### config.mk
export PLATFORM = sky130hd
export DESIGN_NAME = tri_gate_sequencer
export DESIGN_NICKNAME = d
export VERILOG_FILES = /design/src/rtl/tri_gate_pkg.sv /design/src/rtl/tri_gate_sync.sv /design/src/rtl/tri_gate_ctrl.sv /design/src/rtl/tri_gate_dp.sv /design/src/rtl/tri_gate_sequencer.sv
export SDC_FILE = /design/constraint.sdc
export NUM_CORES = 1
export LEC_CHECK = 0
export BUFFER_PORTS_ARGS = -buffer_cell sky130_fd_sc_hd__buf_2
export CORE_MARGIN = 3
export CORE_UTILIZATION = 50
export DETAILED_ROUTE_END_ITERATION = 10
export PLACE_DENSITY = 0.7
export SLEW_MARGIN = 20
export SYNTH_ARGS = -nofsm -noshare
export SYNTH_HDL_FRONTEND = slang
export SYNTH_SLANG_ARGS = --single-unit
### constraint.sdc
create_clock -name clk -period 3.1 [get_ports clk]
set_input_delay 0.31 -clock clk [delete_from_list [all_inputs] [get_ports clk]]
set_output_delay 0.31 -clock clk [all_outputs]
set_load 0.01 [all_outputs]
### src/rtl/tri_gate_pkg.sv
package tri_gate_pkg;

  typedef enum logic [1:0] {
    LEG_OFF   = 2'd0,
    LEG_UPPER = 2'd1,
    LEG_LOWER = 2'd2
  } leg_e;

  // Per-channel strobes from control to datapath
  typedef struct packed {
    logic restart;  // selection changed: load leg, clear dead-time count
    logic advance;  // count one more dead-time cycle
    leg_e leg;      // leg to load on restart
  } leg_strobe_t;

endpackage

### src/rtl/tri_gate_sync.sv
module tri_gate_sync #(
  parameter int STAGES = 2
) (
  input  logic clk,
  input  logic rst_n,
  input  logic d,
  output logic q
);
  logic [STAGES-1:0] chain;

  always_ff @(posedge clk or negedge rst_n) begin
    if (!rst_n) chain <= '0;
    else        chain <= {chain[STAGES-2:0], d};
  end

  assign q = chain[STAGES-1];
endmodule

### src/rtl/tri_gate_ctrl.sv
module tri_gate_ctrl
  import tri_gate_pkg::*;
#(
  parameter int CHANNELS  = 3,
  parameter int TEMP_W    = 8,
  parameter int TRIP_C    = 160,
  parameter int RELEASE_C = 140
) (
  input  logic                          clk,
  input  logic                          rst_n,
  input  logic [CHANNELS-1:0]           syncIn,
  input  logic [CHANNELS-1:0]           syncEn,
  input  logic [TEMP_W-1:0]             tempQ,
  input  leg_e [CHANNELS-1:0]           curLeg,
  input  logic [CHANNELS-1:0]           deadDone,
  output leg_strobe_t [CHANNELS-1:0]    strobe
);
  localparam logic [TEMP_W-1:0] TRIP_CODE    = TRIP_C[TEMP_W-1:0];
  localparam logic [TEMP_W-1:0] RELEASE_CODE = RELEASE_C[TEMP_W-1:0];

  logic overTemp;
  leg_e wantLeg [CHANNELS];

  // Hysteretic cutoff shared by all channels
  always_ff @(posedge clk or negedge rst_n) begin
    if (!rst_n)        overTemp <= 1'b0;
    else if (overTemp) overTemp <= !(tempQ <= RELEASE_CODE);
    else               overTemp <= (tempQ >= TRIP_CODE);
  end

  always_comb begin
    for (int c = 0; c < CHANNELS; c++) begin
      if (overTemp || !syncEn[c]) wantLeg[c] = LEG_OFF;
      else if (syncIn[c])         wantLeg[c] = LEG_UPPER;
      else                        wantLeg[c] = LEG_LOWER;
      strobe[c].leg     = wantLeg[c];
      strobe[c].restart = (wantLeg[c] != curLeg[c]);
      strobe[c].advance = (wantLeg[c] == curLeg[c]) && !deadDone[c];
    end
  end
endmodule

### src/rtl/tri_gate_dp.sv
module tri_gate_dp
  import tri_gate_pkg::*;
#(
  parameter int CHANNELS    = 3,
  parameter int DEAD_CYCLES = 30,
  parameter int TEMP_W      = 8,
  parameter int SYNC_STAGES = 2
) (
  input  logic                       clk,
  input  logic                       rst_n,
  input  logic [CHANNELS-1:0]        legIn,
  input  logic [CHANNELS-1:0]        legEn,
  input  logic [TEMP_W-1:0]          dieTemp,
  input  leg_strobe_t [CHANNELS-1:0] strobe,
  output logic [CHANNELS-1:0]        syncIn,
  output logic [CHANNELS-1:0]        syncEn,
  output logic [TEMP_W-1:0]          tempQ,
  output leg_e [CHANNELS-1:0]        curLeg,
  output logic [CHANNELS-1:0]        deadDone,
  output logic [CHANNELS-1:0]        gateUpper,
  output logic [CHANNELS-1:0]        gateLower
);
  localparam int              CNT_W     = $clog2(DEAD_CYCLES + 1);
  localparam logic [CNT_W-1:0] DEAD_LAST = CNT_W'(DEAD_CYCLES);
  localparam int              TPIPE     = SYNC_STAGES - 1;

  // Temperature pipeline: one stage shorter than the bit synchronizers,
  // since the cutoff flag adds the last register.
  logic [TEMP_W-1:0] tempPipe [TPIPE];

  always_ff @(posedge clk or negedge rst_n) begin
    if (!rst_n) begin
      for (int i = 0; i < TPIPE; i++) tempPipe[i] <= '0;
    end else begin
      tempPipe[0] <= dieTemp;
      for (int i = 1; i < TPIPE; i++) tempPipe[i] <= tempPipe[i-1];
    end
  end

  assign tempQ = tempPipe[TPIPE-1];

  for (genvar c = 0; c < CHANNELS; c++) begin : g_chan
    leg_e             legQ, legD;
    logic [CNT_W-1:0] cntQ, cntD;
    logic             upQ, loQ;

    tri_gate_sync #(.STAGES(SYNC_STAGES)) u_syncIn (
      .clk(clk), .rst_n(rst_n), .d(legIn[c]), .q(syncIn[c]));
    tri_gate_sync #(.STAGES(SYNC_STAGES)) u_syncEn (
      .clk(clk), .rst_n(rst_n), .d(legEn[c]), .q(syncEn[c]));

    always_comb begin
      if (strobe[c].restart) begin
        legD = strobe[c].leg;
        cntD = '0;
      end else if (strobe[c].advance) begin
        legD = legQ;
        cntD = cntQ + 1'b1;
      end else begin
        legD = legQ;
        cntD = cntQ;
      end
    end

    always_ff @(posedge clk or negedge rst_n) begin
      if (!rst_n) begin
        legQ <= LEG_OFF;
        cntQ <= '0;
        upQ  <= 1'b0;
        loQ  <= 1'b0;
      end else begin
        legQ <= legD;
        cntQ <= cntD;
        upQ  <= (legD == LEG_UPPER) && (cntD == DEAD_LAST);
        loQ  <= (legD == LEG_LOWER) && (cntD == DEAD_LAST);
      end
    end

    assign curLeg[c]    = legQ;
    assign deadDone[c]  = (cntQ == DEAD_LAST);
    assign gateUpper[c] = upQ;
    assign gateLower[c] = loQ;
  end
endmodule

### src/rtl/tri_gate_sequencer.sv
module tri_gate_sequencer
  import tri_gate_pkg::*;
#(
  parameter int CHANNELS    = 3,
  parameter int DEAD_CYCLES = 30,
  parameter int TEMP_W      = 8,
  parameter int TRIP_C      = 160,
  parameter int RELEASE_C   = 140,
  parameter int SYNC_STAGES = 2
) (
  input  logic                clk,
  input  logic                rst_n,
  input  logic [CHANNELS-1:0] legIn,
  input  logic [CHANNELS-1:0] legEn,
  input  logic [TEMP_W-1:0]   dieTemp,
  output logic [CHANNELS-1:0] gateUpper,
  output logic [CHANNELS-1:0] gateLower
);
  leg_strobe_t [CHANNELS-1:0] strobe;
  logic [CHANNELS-1:0]        syncIn, syncEn, deadDone;
  logic [TEMP_W-1:0]          tempQ;
  leg_e [CHANNELS-1:0]        curLeg;

  tri_gate_ctrl #(
    .CHANNELS(CHANNELS), .TEMP_W(TEMP_W),
    .TRIP_C(TRIP_C), .RELEASE_C(RELEASE_C)
  ) u_ctrl (
    .clk(clk), .rst_n(rst_n), .syncIn(syncIn), .syncEn(syncEn),
    .tempQ(tempQ), .curLeg(curLeg), .deadDone(deadDone), .strobe(strobe));

  tri_gate_dp #(
    .CHANNELS(CHANNELS), .DEAD_CYCLES(DEAD_CYCLES),
    .TEMP_W(TEMP_W), .SYNC_STAGES(SYNC_STAGES)
  ) u_dp (
    .clk(clk), .rst_n(rst_n), .legIn(legIn), .legEn(legEn),
    .dieTemp(dieTemp), .strobe(strobe), .syncIn(syncIn), .syncEn(syncEn),
    .tempQ(tempQ), .curLeg(curLeg), .deadDone(deadDone),
    .gateUpper(gateUpper), .gateLower(gateLower));
endmodule

==> metrics.txt, run 1 <==
status finished, violations left; violations in the final reports negative hold slack; dominant synthesized flop cell sky130_fd_sc_hd__dfrtp_1; sequential element share of the synthesized area 0.581; number of synthesized flops with an enable pin 0; count of hold-fix buffers inserted at cts 0; Post-CTS Repair Setup Buffers 0; sum of overflow across all layers after global routing 0; Worst Slack Setup Final about 1.2 ns; Max Fclk 540 MHz; Filler cells between 300 and 400; cell chosen for the clock root sky130_fd_sc_hd__clkbuf_8; hold violation total from the final report 8; initial core utilization 0.540; area of the mapped netlist 2070 sq um; cell at the slowest stage of the critical path sky130_fd_sc_hd__dfrtp_1; CTS H-tree lvls 2; critical path, cell by cell inv_1 -> ha_1 -> nand4_2 -> nor2_1 -> a2111o_1 -> nor4_1; IO Count 22; average routed wire per standard cell 14.1 um; share of post-route cells with drive strength above 1 0.163; VDD IR max 0.389 mV; Top delay family on crit path simple AND/OR/NAND/NOR gates; Worst EP arrival 2.05 ns; highest cell delay on the worst timing path 0.47 ns; die area 4940 sq um; detailed-route wire length 3530 um; via count roughly 1,400; HPWL after detailed placement between 2000 and 2500 um; Slew Viols, Final 0; CP Launch Type flop; global-route wire length before repair 6210 um; number of maximum-capacitance violations 0; weighted congestion at the end of routability-driven global placement around 0.82; number of global-route vias before repair 1,416; Mapped Nets 205; asr flop ratio synth 1.00; Die W 70.3 um; antenna violations before repair 0; multi-input combinational cell area between 700 and 800 sq um; Iteration-0 DRC Markers 96; number of gates resized after CTS 0; FP Rows 22; r2r endpoint u_dp.g_chan[1].upQ; Worst R2R Path Depth 6; nets@finish 224; Storage cell area approximately 1200 sq um; mean number of vias per cell 5.65; all-layer global routing usage 0.159; Routed Antenna Nets 0; clock-pin transition on the worst setup and hold timing paths 0.09 ns; core box area 3830 sq um; endpoint class of the critical path flop; synthesis warning total 0; final design utilization 0.598; headroom to the max-slew limit 0.619; Residual DRC 0; worst-case clock buffer depth 2; register-to-register setup slack 1.25 ns; maximum number of pins on one net before global-route repair 49; power consumption 0.00136 W; height of the chip ~70 um; setup repair after global routing missed its margin no; Leak Pwr 1.05 nW; Skew-Pair Late Insertion Delay approximately 0.3 ns; setup slack after placement 1.31 ns; worst hold path type in2async; CTS buffer count 5; final setup TNS 0 ns; worst hold margin -0.0146 ns; synth unique cells 40; setup clock skew after layout 0.00755 ns; required time at the worst-slack endpoint 3.30 ns; Pre-antenna DRT Iters 4; power density normalized to cell area ~600 nW/um^2; TritonCTS clock tree yes; number of antenna cells inserted 0; synthesized area per cell around 11 sq um; Setup-failing EPs final 0; fraction of the cycle the final worst path needs 0.597; Area growth, synth to finish 10.7%; origin of the critical flop-to-flop path u_dp.g_chan[1].cntQ[0]; Period minus WS final 1.85 ns; worst-path fanout max 7; crit path buf inv count 1; Critical Setup Path Class reg2reg; number of synthesized register bits 48; port buffer count 21; slew at the pin closest to its max-slew limit 0.571 ns; cells after synthesis 183; Sinks on Clock Net 48
==> where the power goes <==
group          leakage (nW)  total [W]  switching, W  internal (W)
clock network        0.0583   0.000452      0.000210      0.000243
registers             0.610   0.000731     0.0000607      0.000670
logic                 0.380   0.000181      0.000104     0.0000773
total                  1.05    0.00136      0.000374      0.000990
==> registers in the layout, summed over array words and instances (netlist names) <==
name and cells:
u_dp.g_chan.cntQ 15, u_dp.tempQ 8, u_dp.g_chan.legQ 6, u_dp.g_chan.u_syncEn.chain 6, u_dp.g_chan.u_syncIn.chain 6, u_dp.g_chan.loQ 3
u_dp.g_chan.upQ 3, u_ctrl.overTemp 1
==> cell families after synthesis <==
group / count (synthesis) / share of synthesized area
AND/OR/NAND/NOR: 72 / 0.186
flip-flops: 48 / 0.581
multiplexers: 4 / 0.0194
adder cells (fa/ha/maj): 6 / 0.0363
AO/OA/AOI/OAI: 34 / 0.119
XOR/XNOR: 4 / 0.0170
buffers and inverters: 15 / 0.0412
==> worst max path at each step <==
stage,slack (ns),end,start,cells past startpoint
final,1.25,u_dp.g_chan[1].upQ,u_dp.g_chan[1].cntQ[0],6
after global routing,1.13,u_dp.g_chan[1].upQ,u_dp.g_chan[1].cntQ[0],6
after CTS,1.27,u_dp.g_chan[1].upQ,u_dp.g_chan[1].cntQ[0],6
after detailed placement,1.31,u_dp.g_chan[1].upQ,u_dp.g_chan[1].cntQ[0],6
after global placement,1.41,u_dp.g_chan[1].loQ,u_dp.g_chan[1].cntQ[0],5
after floorplan,1.48,u_dp.g_chan[1].loQ,u_dp.g_chan[1].cntQ[0],6
==> per-stage QoR <==
step | hold WS, ns | area (sq um) | cells
final | -0.0146 | 2290 | 251
after global routing | 0.0408 | 2290 | 251
after CTS | 0.0973 | 2280 | 251
after detailed placement | 0.337 | 2170 | 243
after global placement | 0.334 | 2170 | 243
after floorplan | 0.0144 | 2070 | 183
==> worst register-to-register path, stage by stage (launching register included) <==
cell and delay (ns):
sky130_fd_sc_hd__dfrtp_1 0.47, sky130_fd_sc_hd__inv_1 0.09, sky130_fd_sc_hd__ha_1 0.27, sky130_fd_sc_hd__nand4_2 0.16, sky130_fd_sc_hd__nor2_1 0.07, sky130_fd_sc_hd__a2111o_1 0.40
sky130_fd_sc_hd__nor4_1 0.29
==> Yosys cell counts (3+ instances only) <==
master / n / area, sq um
sky130_fd_sc_hd__a31oi_1: 5 / 31.3
sky130_fd_sc_hd__mux2i_1: 4 / 40.0
sky130_fd_sc_hd__o21ai_0: 4 / 20.0
sky130_fd_sc_hd__inv_1: 6 / 22.5
sky130_fd_sc_hd__ha_1: 6 / 75.1
sky130_fd_sc_hd__buf_4: 7 / 52.6
sky130_fd_sc_hd__nor2b_1: 6 / 37.5
sky130_fd_sc_hd__nor3_1: 8 / 40.0
sky130_fd_sc_hd__nand2_1: 14 / 52.6
sky130_fd_sc_hd__nor2_1: 16 / 60.1
sky130_fd_sc_hd__nand2b_1: 4 / 25.0
sky130_fd_sc_hd__a21oi_1: 5 / 25.0
sky130_fd_sc_hd__and2_1: 3 / 18.8
sky130_fd_sc_hd__nand4_1: 4 / 25.0
sky130_fd_sc_hd__dfrtp_1: 48 / 1200
sky130_fd_sc_hd__nand3_1: 7 / 35.0
sky130_fd_sc_hd__xnor2_1: 4 / 35.0
==> final cells by class <==
type	count	area share
flip-flops and latches	48	0.525
clock inverters	3	0.0208
clock buffers	5	0.0301
inverters	6	0.00985
well taps	48	0.0263
repair buffers	21	0.0470
multi-input cells	120	0.341
==> cells in the final DEF, fill, tap and decap left out, types with 6 or more instances in the layout <==
| cell | instances |
|---|---|
| sky130_fd_sc_hd__ha_1 | 6 |
| sky130_fd_sc_hd__nor3_1 | 8 |
| sky130_fd_sc_hd__inv_1 | 6 |
| sky130_fd_sc_hd__nand3_1 | 7 |
| sky130_fd_sc_hd__nor2b_1 | 6 |
| sky130_fd_sc_hd__dfrtp_1 | 48 |
| sky130_fd_sc_hd__nor2_1 | 16 |
| sky130_fd_sc_hd__nand2_1 | 14 |
| sky130_fd_sc_hd__buf_2 | 20 |
==> metal layers <==
metal / up-vias / track usage / wire, um
met5: - / 0 / 0
met2: 34 / 0.265 / 1760
met3: 11 / 0.0504 / 189
li1: 684 / - / -
met1: 690 / 0.186 / 1500
met4: 0 / 0.0723 / 85
No activity file was read; power rests on OpenSTA's default activity.
==> run 2, diff against run 1 <==
Settings changed: ABC_AREA set to 1.
Clock period 3.1 ns to 1.82 ns, I/O delays scaled along.
==> metrics.txt, run 2 <==
status finished clean; area of the mapped netlist 2080 sq um; cell chosen for the clock root sky130_fd_sc_hd__clkbuf_8; maximum number of pins on one net before global-route repair 28; sequential element share of the synthesized area 0.578; clock-pin transition on the worst setup and hold timing paths approximately 0.080 ns; Routed Antenna Nets 0; height of the chip a little over 70 um; Worst Slack Setup Final 0.213 ns; Residual DRC 0; max FFs per register 15; most frequently used cell type in the post-synthesis netlist sky130_fd_sc_hd__nand2_1; headroom to the max-slew limit 0.673; hold violation total from the final report 0; final setup TNS 0 ns; power density normalized to cell area 879 nW/um^2; worst-case clock buffer depth 2; synth cell count leaders sky130_fd_sc_hd__nand2_1, sky130_fd_sc_hd__dfrtp_1, sky130_fd_sc_hd__inv_1; required time at the worst-slack endpoint approximately 2 ns; Setup-failing EPs final 0; ranking of synthesized cells by area sky130_fd_sc_hd__dfrtp_1, sky130_fd_sc_hd__nand2_1, sky130_fd_sc_hd__inv_1, sky130_fd_sc_hd__nand4_1, sky130_fd_sc_hd__ha_1; TritonCTS clock tree yes; Sinks on Clock Net 48; die area 4970 sq um; Max Fclk about 620 MHz; Period minus WS final 1.61 ns; Synth top area share 0.578; Worst EP arrival roughly 1.8 ns; dominant synthesized flop cell sky130_fd_sc_hd__dfrtp_1; number of global-route vias before repair 1,509; Leak Pwr 1.30 nW; detailed-route wire length roughly 3400 um; leading cell types in the layout, fill and taps excluded sky130_fd_sc_hd__nand2_1, sky130_fd_sc_hd__dfrtp_1, sky130_fd_sc_hd__inv_1; final design utilization 0.642; share of post-route cells with drive strength above 1 0.181; IO Count 22; Largest Register u_dp.g_chan.cntQ; Pre-antenna DRT Iters 5; number of synthesized flops with an enable pin 0; sum of overflow across all layers after global routing 0; worst-path fanout max 4; CP Launch Type flop; FP Rows 22; via count 1,477; cells after synthesis between 200 and 250; port buffer count 21; total placed cells including tap cells 284; CTS buffer count 5; initial core utilization 0.543; Iteration-0 DRC Markers 67; endpoint class of the critical path flop; VDD IR max 0.688 mV; Die W just over 70 um; slew at the pin closest to its max-slew limit slightly below 0.5 ns; antenna violations before repair 0; synthesized area per cell 9.41 sq um; cell accounting for the most synthesized area sky130_fd_sc_hd__dfrtp_1; most common cell after layout, fill and taps aside sky130_fd_sc_hd__nand2_1; Filler cells 302; setup slack after placement 0.239 ns; HPWL after detailed placement 2350 um; Mapped Nets 243; all-layer global routing usage 0.164; fraction of the cycle the final worst path needs 0.883; mean number of vias per cell around 4.8; weighted congestion at the end of routability-driven global placement 0.808; global-route wire length before repair 6510 um; CTS H-tree lvls 2; Skew-Pair Late Insertion Delay 0.29 ns; synth unique cells 21; average routed wire per standard cell between 10 and 15 um; Post-CTS Repair Setup Buffers 0; asr flop ratio synth 1.00; number of gates resized after CTS 0; worst hold path type reg2reg; synthesis warning total 0; number of maximum-capacitance violations 0; Critical Setup Path Class reg2reg; nets@finish 280; number of synthesized register bits 48; leading registers by flop count u_dp.g_chan.cntQ (15), u_dp.tempQ (8); setup clock skew after layout 0.00463 ns; Area growth, synth to finish 18.1%; filler-free cell count of the finished design 307; setup repair after global routing missed its margin no; number of antenna cells inserted 0; Slew Viols, Final 0; core box area 3830 sq um
## run 2: final timing paths
path,start,end,slack [ns],cells past startpoint
max,u_dp.g_chan[1].cntQ[0],u_dp.g_chan[1].upQ,0.21,10
min,u_dp.g_chan[2].u_syncIn.chain[0],u_dp.g_chan[2].u_syncIn.chain[1],0.35,0
max reg2reg,u_dp.g_chan[1].cntQ[0],u_dp.g_chan[1].upQ,0.21,10
min reg2reg,u_dp.g_chan[2].u_syncIn.chain[0],u_dp.g_chan[2].u_syncIn.chain[1],0.35,0
max in group asynchronous,rst_n,u_dp.g_chan[2].u_syncEn.chain[1],0.89,3
min in group asynchronous,rst_n,u_dp.tempQ[2],0.42,2
## run 2: layout make-up
cell class / count / area, sq um / share of cell area
sequential: 48 / 1200 / 0.489
clock buffer: 6 / 82.6 / 0.0336
tap: 48 / 60.1 / 0.0245
timing repair buffer: 37 / 275 / 0.112
multi-input combinational: 133 / 698 / 0.284
inverter: 33 / 124 / 0.0505
clock inverter: 2 / 13.8 / 0.00561
## run 2: kinds of logic after synthesis
| family | Yosys count | synth area share |
|---|---|---|
| compound gates | 8 | 0.0229 |
| fa+ha+maj | 6 | 0.0361 |
| buf+inv | 40 | 0.0866 |
| flops | 48 | 0.578 |
| simple gates | 119 | 0.277 |
## run 2: report_power, final
part / leakage [nW] / internal, W / total [W] / switching, W
Sequential: 0.610 / 0.00114 / 0.00121 / 0.0000661
Combinational: 0.635 / 0.000136 / 0.000313 / 0.000177
Clock: 0.0516 / 0.000310 / 0.000639 / 0.000329
Total: 1.30 / 0.00159 / 0.00216 / 0.000572
## run 2: routing by layer
layer,vias to the layer above,part of all wire,routed length [um],global-route usage
met4,0,0.0071,24,0.0447
met5,-,0,0,0
met2,24,0.51,1710,0.274
li1,772,-,-,-
met1,679,0.45,1500,0.212
met3,2,0.037,124,0.0403
## run 2: repair_timing
action,in CTS,in global routing
endpoints found under the setup margin,0,0
hold buffers,15,0
hold endpoints to repair,35,0
## run 2: critical path: stages, from the launching register on
cell,delay [ns]
sky130_fd_sc_hd__dfrtp_1,0.42
sky130_fd_sc_hd__inv_1,0.09
sky130_fd_sc_hd__ha_1,0.17
sky130_fd_sc_hd__nand2_1,0.10
sky130_fd_sc_hd__nor2_2,0.14
sky130_fd_sc_hd__nand2_1,0.06
sky130_fd_sc_hd__o21ai_0,0.07
sky130_fd_sc_hd__inv_1,0.07
sky130_fd_sc_hd__nor2_2,0.12
sky130_fd_sc_hd__nand2_1,0.08
sky130_fd_sc_hd__nor3_1,0.20
## run 2: metrics by stage
step / hold WS [ns] / power, W / area, sq um
6_report: 0.353 / 0.00216 / 2450
5_1_grt: 0.359 / 0.00230 / 2450
4_1_cts: 0.353 / 0.00219 / 2450
3_5_place_dp: 0.173 / 0.00152 / 2210
3_3_place_gp: 0.171 / 0.00150 / 2210
2_1_floorplan: -0.114 / 0.00142 / 2080
